<file path="src/rtl/serial_rx_pkg.sv">
package serial_rx_pkg;

    localparam int MAX_BITS = 9;

    typedef enum logic [2:0] {
        S_HUNT  = 3'd0,
        S_START = 3'd1,
        S_DATA  = 3'd2,
        S_PAR   = 3'd3,
        S_STOP  = 3'd4
    } rx_state_e;

    // character as produced by the frame sampler
    typedef struct packed {
        logic [MAX_BITS-1:0] word;
        logic                fe;
        logic                pe;
    } rx_char_t;

    // character as held in the receive queue
    typedef struct packed {
        logic [7:0] data;
        logic       bit9;
        logic       fe;
        logic       dor;
        logic       pe;
    } fifo_ent_t;

endpackage

</file>
<file path="src/rtl/rx_frame_sampler.sv">
module rx_frame_sampler
    import serial_rx_pkg::*;
#(
    parameter int OVERSAMPLE = 16
) (
    input  logic      clk,
    input  logic      rst_n,
    input  logic      enable,
    input  logic      tick,
    input  logic      rxd,
    input  logic [3:0] cfg_bits,
    input  logic      par_en,
    input  logic      par_odd,
    output logic      push_valid,
    output rx_char_t  push_char
);

    localparam int CW  = $clog2(OVERSAMPLE);
    localparam int MID = OVERSAMPLE / 2;
    localparam logic [CW-1:0] SMP_LO  = CW'(MID - 1);
    localparam logic [CW-1:0] SMP_HI  = CW'(MID + 1);
    localparam logic [CW-1:0] SMP_END = CW'(OVERSAMPLE - 1);

    typedef struct packed {
        rx_state_e           st;
        logic [CW-1:0]       cnt;
        logic [2:0]          vote;
        logic [3:0]          idx;
        logic [MAX_BITS-1:0] word;
        logic                par_bit;
    } smp_state_t;

    smp_state_t q, d;
    logic [3:0] nbits;
    logic       maj_now;
    logic       maj_all;

    always_comb begin
        nbits   = (cfg_bits < 4'd5) ? 4'd5 : ((cfg_bits > 4'd9) ? 4'd9 : cfg_bits);
        // vote of the two stored samples and the current one
        maj_now = (q.vote[1] & q.vote[0]) | (q.vote[1] & rxd) | (q.vote[0] & rxd);
        // vote of the three stored samples
        maj_all = (q.vote[2] & q.vote[1]) | (q.vote[2] & q.vote[0]) | (q.vote[1] & q.vote[0]);

        d          = q;
        push_valid = 1'b0;
        push_char  = '0;

        if (!enable) begin
            d = '0;
        end else if (tick) begin
            if (q.st == S_HUNT) begin
                if (!rxd) begin
                    d.st   = S_START;
                    d.cnt  = CW'(1);
                    d.word = '0;
                end
            end else begin
                d.cnt = (q.cnt == SMP_END) ? '0 : q.cnt + 1'b1;
                if (q.cnt >= SMP_LO && q.cnt <= SMP_HI) begin
                    d.vote = {q.vote[1:0], rxd};
                end
                if (q.st == S_STOP && q.cnt == SMP_HI) begin
                    push_valid     = 1'b1;
                    push_char.word = q.word;
                    push_char.fe   = ~maj_now;
                    push_char.pe   = par_en & (^q.word ^ q.par_bit ^ par_odd);
                    d.st           = S_HUNT;
                    d.cnt          = '0;
                end else if (q.cnt == SMP_END) begin
                    case (q.st)
                        S_START: begin
                            d.st  = maj_all ? S_HUNT : S_DATA;
                            d.idx = '0;
                        end
                        S_DATA: begin
                            d.word[q.idx] = maj_all;
                            if (q.idx == nbits - 4'd1) begin
                                d.st = par_en ? S_PAR : S_STOP;
                            end else begin
                                d.idx = q.idx + 4'd1;
                            end
                        end
                        S_PAR: begin
                            d.par_bit = maj_all;
                            d.st      = S_STOP;
                        end
                        default: d.st = S_HUNT;
                    endcase
                end
            end
        end
    end

    always_ff @(posedge clk or negedge rst_n) begin
        if (!rst_n) q <= '0;
        else        q <= d;
    end

endmodule

</file>
<file path="src/rtl/rx_char_fifo.sv">
module rx_char_fifo
    import serial_rx_pkg::*;
#(
    parameter int DEPTH = 2
) (
    input  logic      clk,
    input  logic      rst_n,
    input  logic      flush,
    input  logic      push,
    input  rx_char_t  push_char,
    input  logic      pop,
    output logic      avail,
    output fifo_ent_t head
);

    localparam int PW   = (DEPTH > 1) ? $clog2(DEPTH) : 1;
    localparam int CNTW = $clog2(DEPTH + 1);
    localparam logic [PW-1:0]   LAST_IDX = PW'(DEPTH - 1);
    localparam logic [CNTW-1:0] FULL_CNT = CNTW'(DEPTH);

    typedef struct packed {
        fifo_ent_t [DEPTH-1:0] mem;
        logic [PW-1:0]         wr;
        logic [PW-1:0]         rd;
        logic [CNTW-1:0]       cnt;
    } fifo_state_t;

    fifo_state_t q, d;
    logic          do_pop;
    logic          accept;
    logic [PW-1:0] newest;

    function automatic logic [PW-1:0] ptr_inc(input logic [PW-1:0] p);
        return (p == LAST_IDX) ? '0 : p + 1'b1;
    endfunction

    always_comb begin
        do_pop = pop && (q.cnt != '0);
        accept = push && ((q.cnt != FULL_CNT) || do_pop);
        newest = (q.wr == '0) ? LAST_IDX : q.wr - 1'b1;
        d      = q;
        if (flush) begin
            d = '0;
        end else begin
            if (do_pop) d.rd = ptr_inc(q.rd);
            if (accept) begin
                d.mem[q.wr] = {push_char.word[7:0], push_char.word[8],
                               push_char.fe, 1'b0, push_char.pe};
                d.wr = ptr_inc(q.wr);
            end else if (push) begin
                d.mem[newest].dor = 1'b1;
            end
            d.cnt = q.cnt + CNTW'(accept) - CNTW'(do_pop);
        end
    end

    always_ff @(posedge clk or negedge rst_n) begin
        if (!rst_n) q <= '0;
        else        q <= d;
    end

    assign avail = (q.cnt != '0);
    assign head  = avail ? q.mem[q.rd] : '0;

endmodule

</file>
<file path="src/rtl/serial_rx_fifo.sv">
module serial_rx_fifo
    import serial_rx_pkg::*;
#(
    parameter int OVERSAMPLE = 16,
    parameter int FIFO_DEPTH = 2
) (
    input  logic       clk,
    input  logic       rst_n,
    input  logic       rx_en,
    input  logic       os_tick,
    input  logic       rxd,
    input  logic [3:0] cfg_bits,
    input  logic       cfg_par_en,
    input  logic       cfg_par_odd,
    input  logic       rd_data,
    output logic [7:0] data_out,
    output logic       bit9_out,
    output logic       fe_out,
    output logic       dor_out,
    output logic       pe_out,
    output logic       rx_avail
);

    logic [1:0] sync_d, sync_q;
    logic       smp_push;
    rx_char_t   smp_char;
    logic [8:0] smp_word;
    fifo_ent_t  head;

    always_comb sync_d = {sync_q[0], rxd};

    always_ff @(posedge clk or negedge rst_n) begin
        if (!rst_n) sync_q <= 2'b11;
        else        sync_q <= sync_d;
    end

    rx_frame_sampler #(.OVERSAMPLE(OVERSAMPLE)) i_sampler (
        .clk        (clk),
        .rst_n      (rst_n),
        .enable     (rx_en),
        .tick       (os_tick),
        .rxd        (sync_q[1]),
        .cfg_bits   (cfg_bits),
        .par_en     (cfg_par_en),
        .par_odd    (cfg_par_odd),
        .push_valid (smp_push),
        .push_char  (smp_char)
    );

    rx_char_fifo #(.DEPTH(FIFO_DEPTH)) i_fifo (
        .clk       (clk),
        .rst_n     (rst_n),
        .flush     (~rx_en),
        .push      (smp_push),
        .push_char (smp_char),
        .pop       (rd_data),
        .avail     (rx_avail),
        .head      (head)
    );

    assign smp_word = smp_char.word;
    assign data_out = head.data;
    assign bit9_out = head.bit9;
    assign fe_out   = head.fe;
    assign dor_out  = head.dor;
    assign pe_out   = head.pe;

endmodule

</file>
<file path="config.mk">
export PLATFORM = sky130hd
export DESIGN_NAME = serial_rx_fifo
export DESIGN_NICKNAME = d
export VERILOG_FILES = /design/src/rtl/serial_rx_pkg.sv /design/src/rtl/rx_frame_sampler.sv /design/src/rtl/rx_char_fifo.sv /design/src/rtl/serial_rx_fifo.sv
export SDC_FILE = /design/constraint.sdc
export NUM_CORES = 1
export LEC_CHECK = 0
export ABC_AREA = 1
export BUFFER_PORTS_ARGS = -buffer_cell sky130_fd_sc_hd__buf_4
export CAP_MARGIN = 30
export CORE_MARGIN = 3
export CORE_UTILIZATION = 65
export DETAILED_ROUTE_END_ITERATION = 6
export PLACE_DENSITY = 0.85
export RECOVER_POWER = 50
export SYNTH_ARGS = -nofsm -noshare
export SYNTH_HDL_FRONTEND = slang
export SYNTH_SLANG_ARGS = --single-unit
</file>
<file path="constraint.sdc">
create_clock -name clk -period 3.25 [get_ports clk]
set_input_delay 0.1625 -clock clk [delete_from_list [all_inputs] [get_ports clk]]
set_output_delay 0.1625 -clock clk [all_outputs]
set_load 0.05 [all_outputs]
</file>
==> impl_metrics.env, run 1 <==
export IMPL_yosys_warnings=0
export IMPL_cts_max_level=2
export IMPL_die_area_um2=5892
export IMPL_crit_family="buffers and inverters"
export IMPL_slowest_stage="clkbuf_1"
export IMPL_status="finished clean"
export IMPL_hold_viol_final=0
export IMPL_crit_start="i_fifo.q[1]"
export IMPL_rows=25
export IMPL_seq_area_frac_synth=0.4160
export IMPL_synth_simple_area_share=0.3552
export IMPL_crit_buf_inv=2
export IMPL_slew_headroom=0.1358
export IMPL_tns_ps=0
export IMPL_grt_overflow=0
export IMPL_crit_arrival_ps=2230
export IMPL_grtUsageTotal=0.2455
export IMPL_syn_nets=482
export IMPL_dieWidth_um=76.76
export IMPL_finalMaxSlewViolations=0
export IMPL_yosysTopAreaCellShare=0.3998
export IMPL_grt_pass1_wl_mm=12.13
export IMPL_cellLeakagePower_uw=0.001922
export IMPL_fmax_ghz=0.4933
export IMPL_cts_root_buffer="clkbuf_8"
export IMPL_end_kind="flip-flop"
export IMPL_syn_area_um2=3254
export IMPL_crit_required_ps=3450
export IMPL_cts_sinks=54
export IMPL_finalPower_uw=1537
export IMPL_skew_ps=8.304
export IMPL_irDropWorstVdd_mv=0.3138
export IMPL_cts_buffer_depth=2
export IMPL_drc=0
export IMPL_port_buffers=24
export IMPL_finalSetupViolations=0
export IMPL_dr_pass1_iters=4
export IMPL_grt_max_degree=55
export IMPL_drive_gt1_frac=0.1152
export IMPL_synth_compound_area_frac=0.09304
export IMPL_drt_first_iter_violations=167
export IMPL_holdCritPathClass="input pin to flip-flop"
export IMPL_yosysTopAreaCell="dfrtp_1"
export IMPL_vias=2884
export IMPL_period_minus_slack_ps=2027
export IMPL_dp_hpwl_mm=4.883
export IMPL_rr_startpoint="i_fifo.q[1]"
export IMPL_synthCells=460
export IMPL_path_cells="nor2_1 -> clkbuf_1 -> nor2_1 -> ha_1 -> inv_1 -> ha_1 -> xor2_1 -> nor2_1"
export IMPL_yosys_area_share_adder=0.03845
export IMPL_via_per_inst=5.215
export IMPL_ys_seq_elements=54
export IMPL_cts_buffers_inserted=5
export IMPL_max_cap_viol_count=0
export IMPL_cts_tree="done"
export IMPL_period_share=0.6237
export IMPL_antenna_found_initial=0
export IMPL_criticalPathCategory="flip-flop to flip-flop"
export IMPL_tightest_slew_ps=1296
export IMPL_syn_to_final_growth_pct=10.11
export IMPL_yosys_top_cells_area="dfrtp_1, nand2_1, inv_1, nand3_1, nor2_1"
export IMPL_gp_congestion=0.8581
export IMPL_hp_start="rx_en"
export IMPL_clkTransAtPathRegs_ps=100
export IMPL_num_antenna_cells=0
export IMPL_max_stage_delay_ps=510
export IMPL_clock_latency_ps=300
export IMPL_path_max_fanout=14
export IMPL_startpoint_type="flip-flop"
export IMPL_power_density_nw_per_um2=429.0
export IMPL_cp_common_cell="nor2_1"
export IMPL_die_h_um=76.76
export IMPL_synth_xor_area_frac=0.01615
export IMPL_avgRoutedWirePerCell_um=11.91
export IMPL_synthMuxAreaShare=0
export IMPL_final_cell_mix="nand2_1, inv_1, dfrtp_1"
export IMPL_synthDistinctLibCells=30
export IMPL_final_common_cell="nand2_1"
export IMPL_syn_area_per_cell_um2=7.075
export IMPL_rsz0062_at_grt="false"
export IMPL_ant_nets=0
export IMPL_core_area_um2=4786
export IMPL_io_pins=25
export IMPL_cts_resized=0
export IMPL_synth_top_family_by_area="simple AND/OR/NAND/NOR gates"
export IMPL_fin_nets=507
export IMPL_drt_wl_total_mm=6.585
export IMPL_grt_pass1_vias=2795
export IMPL_start_util=0.6800
-- where the power goes --
part	total, uW	switching, uW	internal, uW
combinational	405	282	123
sequential	749	44.9	704
clock	384	212	172
total	1540	539	998
-- layout make-up --
type / count / area, um2
multi-input cells: 339 / 1634
flip-flops and latches: 54 / 1354
fillers: 393 / 1202
inverters: 58 / 219.0
repair buffers: 27 / 197.7
well taps: 67 / 83.83
clock buffers: 6 / 82.58
clock inverters: 2 / 12.51
-- Yosys cell counts --
cell type / number
nand2_1: 171
inv_1: 53
dfrtp_1: 52
nor2_1: 37
nand3_1: 29
o21ai_0: 25
a21oi_1: 19
ha_1: 10
o21ai_1: 10
clkbuf_1: 5
nand4_1: 5
inv_2: 4
nand2_2: 4
nand2_4: 4
nor3_1: 4
buf_2: 3
nor2_4: 3
nor4_1: 3
xnor2_1: 3
xor2_1: 3
dfstp_2: 2
nor2_2: 2
o21ai_2: 2
a21oi_2: 1
buf_6: 1
clkinv_2: 1
nand4_4: 1
nor3_4: 1
o22ai_1: 1
or2_2: 1
-- final timing paths --
| kind | slack (ps) | cells past startpoint | end |
|---|---|---|---|
| max | 1220 | 8 | i_fifo.q[1] |
| min | 210 | 3 | i_fifo.q[0] |
| max in group asynchronous | 1800 | 2 | i_sampler.q[13] |
| min in group asynchronous | 680 | 2 | i_fifo.q[21] |
| max reg2reg | 1220 | 8 | i_fifo.q[1] |
| min reg2reg | 360 | 0 | sync_q[1] |
-- sequential cells by signal, summed over array words and instances (netlist names) --
| name | count |
|---|---|
| i_sampler.q | 24 |
| sync_q | 2 |
| i_fifo.q | 28 |
-- stage by stage --
stage / setup slack [ps] / instance area (um2) / hold slack, ps / instances / util
floorplan: 1494 / 3254 / -133.1 / 460 / -
global placement: 1520 / 3481 / 236.5 / 543 / 0.7273
detailed placement: 1492 / 3481 / 237.7 / 543 / 0.7273
CTS: 1368 / 3596 / 200.1 / 553 / 0.7514
global route: 1063 / 3583 / 233.8 / 553 / 0.7488
finish: 1223 / 3583 / 208.2 / 553 / 0.7488
-- cells by family (layout without fill, tap and decap cells) --
| family | count (synthesis) | in the layout |
|---|---|---|
| simple gates | 265 | 265 |
| buf+inv | 67 | 93 |
| compound gates | 58 | 58 |
| flops | 54 | 54 |
| fa+ha+maj | 10 | 10 |
| xor+xnor | 6 | 6 |
-- tightest hold or removal path, cell delays in order --
cell     delay, ps
buf_4          200
nand2_1         90
inv_1           40
-- layer usage --
layer / track usage / vias to the layer above / part of all wire
met5: 0 / - / 0
li1: - / 1495 / -
met1: 0.3111 / 1316 / 0.46
met3: 0.04460 / 9 / 0.042
met2: 0.4233 / 64 / 0.49
met4: 0.07971 / 0 / 0.012
-- timing repair --
| item | 4_1_cts | 5_1_grt |
|---|---|---|
| hold buffers | 2 | 0 |
| setup buffers | 0 | 0 |
| setup endpoints to repair | 0 | 0 |
| endpoints found under the hold margin | 53 | 0 |
No activity file was read; power rests on OpenSTA's default activity.
==> run 2: changes to the inputs <==
--- a/config.mk
+++ b/config.mk
@@ -5,13 +5,13 @@
 export SDC_FILE = /design/constraint.sdc
 export NUM_CORES = 1
 export LEC_CHECK = 0
-export ABC_AREA = 1
+export ABC_AREA = 0
 export BUFFER_PORTS_ARGS = -buffer_cell sky130_fd_sc_hd__buf_4
 export CAP_MARGIN = 30
 export CORE_MARGIN = 3
-export CORE_UTILIZATION = 65
+export CORE_UTILIZATION = 54
 export DETAILED_ROUTE_END_ITERATION = 6
-export PLACE_DENSITY = 0.85
+export PLACE_DENSITY = 0.76
 export RECOVER_POWER = 50
 export SYNTH_ARGS = -nofsm -noshare
 export SYNTH_HDL_FRONTEND = slang
==> constraint.sdc (replaced) <==
create_clock -name clk -period 1.8 [get_ports clk]
set_input_delay 0.09 -clock clk [delete_from_list [all_inputs] [get_ports clk]]
set_output_delay 0.09 -clock clk [all_outputs]
set_load 0.05 [all_outputs]
==> run 2 against run 1 <==
  * The flow now finishes with violations (setup timing)
  * First-iteration DRC count decreased by 0.60%
  * Power increased by 100%
  * Synthesized cell count down 33%
  * Wire length rose by 2.8%
  * Clock power is 81% higher
  * Final area up 8.9%
  * Sequential cell count unchanged
  * Setup slack worse by 1500 ps
  * Combinational power grew to 2.7 times the previous value
  * Area after synthesis down 7.2%
  * Critical endpoint is now i_fifo.q[27]
  * Highest routed layer unchanged
==> impl_metrics.env, run 2 <==
export IMPL_period_share=1.127
export IMPL_cellLeakagePower_uw=0.001841
export IMPL_whs_path_depth=3
export IMPL_yosysTopAreaCellShare=0.4306
export IMPL_start_util=0.5734
export IMPL_grt_max_degree=55
export IMPL_regMostFlops="i_fifo.q"
export IMPL_synthCells=307
export IMPL_power_density_nw_per_um2=788.1
export IMPL_end_kind="flip-flop"
export IMPL_hold_viol_final=0
export IMPL_grtUsageTotal=0.2237
export IMPL_path_max_fanout=6
export IMPL_syn_to_final_growth_pct=29.15
export IMPL_setup_ws_ps=-228.5
export IMPL_r2r_cells=9
export IMPL_drc=0
export IMPL_largestRegisters="i_fifo.q: 28 flops, i_sampler.q: 24 flops, sync_q: 2 flops"
export IMPL_postLayoutCoreUtil=0.7405
export IMPL_io_pins=25
export IMPL_cts_sinks=54
export IMPL_die_h_um=80.81
export IMPL_wl_met2_mm=3.425
export IMPL_grt_pass1_wl_mm=11.36
export IMPL_ys_flop_type="dfrtp_1"
export IMPL_seq_area_frac_synth=0.4480
export IMPL_r2r_end="i_fifo.q[27]"
export IMPL_yosysTopAreaCell="dfrtp_1"
export IMPL_synthArstFlopShare=1.000
export IMPL_rsz0062_at_grt="true"
export IMPL_drt_wl_total_mm=6.770
export IMPL_vias=2542
export IMPL_status="finished, violations left"
export IMPL_clock_latency_ps=310
export IMPL_dr_pass1_iters=4
export IMPL_syn_area_um2=3022
export IMPL_grt_overflow=0
export IMPL_crit_required_ps=2020
export IMPL_ant_nets=0
export IMPL_reg2reg_slack_ps=-230
export IMPL_via_per_inst=5.725
export IMPL_final_cell_mix="buf_4, dfrtp_1, nand2_1"
export IMPL_largest_reg_flops=28
export IMPL_num_antenna_cells=0
export IMPL_drive_gt1_frac=0.3155
export IMPL_dieWidth_um=80.81
export IMPL_pre_cts_ws_ps=-440.1
export IMPL_cts_buffer_depth=2
export IMPL_yosys_top_cells_count="dfrtp_1, nor2_1, nand2_1"
export IMPL_crit_arrival_ps=2240
export IMPL_avgRoutedWirePerCell_um=15.25
export IMPL_antenna_found_initial=0
export IMPL_violations="setup timing"
export IMPL_design_area_um2=3902
export IMPL_synth_edf_count=0
export IMPL_cts_buffers_inserted=5
export IMPL_ys_seq_elements=54
export IMPL_final_fill_count=380
export IMPL_synthDistinctLibCells=49
export IMPL_synth_most_common_cell="dfrtp_1"
export IMPL_gp_congestion=0.9112
export IMPL_cts_max_level=2
export IMPL_syn_area_per_cell_um2=9.843
export IMPL_syn_nets=329
export IMPL_cts_tree="done"
export IMPL_wl_met3_um=242
export IMPL_tightest_slew_ps=1299
export IMPL_rows=26
export IMPL_core_area_um2=5270
export IMPL_max_cap_viol_count=0
export IMPL_fin_nets=395
export IMPL_port_buffers=24
export IMPL_criticalPathCategory="flip-flop to flip-flop"
export IMPL_fmax_ghz=0.4930
export IMPL_dp_hpwl_mm=4.720
export IMPL_irDropWorstVdd_mv=0.5362
export IMPL_clkTransAtPathRegs_ps=110
export IMPL_place_area_um2=3577
export IMPL_startpoint_type="flip-flop"
export IMPL_crit_start="i_sampler.q[18]"
export IMPL_finalSetupViolations=29
export IMPL_yosys_top_cells_area="dfrtp_1, a22o_1, mux2i_1, ha_1, nor2_1"
export IMPL_cp_endpoint="i_fifo.q[27]"
export IMPL_tns_ps=-4863
export IMPL_skew_ps=12.47
export IMPL_period_minus_slack_ps=2029
export IMPL_drt_met1_wl_mm=2.980
export IMPL_cts_root_buffer="clkbuf_8"
export IMPL_regArea_um2=1354
export IMPL_holdCritPathClass="input pin to flip-flop"
export IMPL_die_area_um2=6529
export IMPL_routed_top_layer="met4"
export IMPL_yosys_warnings=0
export IMPL_multi_input_area_um2=1760
export IMPL_slew_headroom=0.1341
export IMPL_final_common_cell="buf_4"
export IMPL_finalMaxSlewViolations=0
export IMPL_drt_first_iter_violations=166
export IMPL_rr_startpoint="i_sampler.q[18]"
export IMPL_grt_pass1_vias=2432
-- run 2: cell families (layout without fill, tap and decap cells) --
group                      Yosys count  after routing  share of synthesized area
and+or+nand+nor                    109            110                     0.1843
DFF                                 54             54                     0.4480
AOI/OAI and AO/OA                   70             71                     0.1594
muxes                               20             20                    0.06832
adders and majority gates           12             12                    0.04803
buffers and inverters               26             91                    0.03644
xor gates and xnor gates            16             16                    0.05549
-- run 2: critical path: stages (launching register included) --
cell and delay [ps]:
dfrtp_1 400, inv_2 80, ha_4 130, nand2_2 60
or4_4 480, buf_6 140, buf_6 110, nor2_4 180
a21oi_4 110, a22o_1 250
-- run 2: cell type report --
cell class | count | area share
inverter | 13 | 0.01250
clock inverter | 3 | 0.006412
timing repair buffer | 70 | 0.1430
sequential | 54 | 0.3469
tap | 70 | 0.02244
clock buffer | 5 | 0.01763
multi-input combinational | 229 | 0.4511
-- run 2: how the worst min path moves through the flow --
stage	from	end	slack (ps)
2_1_floorplan	rst_n	i_fifo.q[0]	-210
3_3_place_gp	rst_n	i_fifo.q[0]	170
3_5_place_dp	rst_n	i_fifo.q[2]	170
4_1_cts	rx_en	i_sampler.q[17]	90
5_1_grt	rx_en	i_fifo.q[2]	100
6_report	rx_en	i_sampler.q[17]	100
-- run 2: per-layer routing --
layer / vias up / track usage
li1: 1224 / -
met1: 1252 / 0.2902
met2: 53 / 0.3768
met3: 13 / 0.04102
met4: 0 / 0.07601
met5: - / 0
-- run 2: what timing repair did --
action / CTS / global route
endpoints found under the hold margin: 53 / 0
hold buffers: 2 / 0
resized for setup: 27 / 20
pin swaps: 13 / 6
endpoints found under the setup margin: 33 / 43
gates cloned: 1 / 1
buffers inserted: 6 / 1
-- run 2: report_power, final --
part           leakage [uW]  total [uW]  internal [uW]  switching [uW]
clock             0.0000447         695            281             414
combinational       0.00105        1080            485             591
sequential         0.000743        1300           1270            35.9
total               0.00184        3080           2040            1040
-- run 2: per-stage QoR --
step	instances	hold WS, ps	total power, uW
detailed placement	427	168.9	2273
global placement	427	167.8	2247
global route	444	95.00	3270
CTS	442	91.28	3037
floorplan	307	-205.6	1904
finish	444	103.1	3075
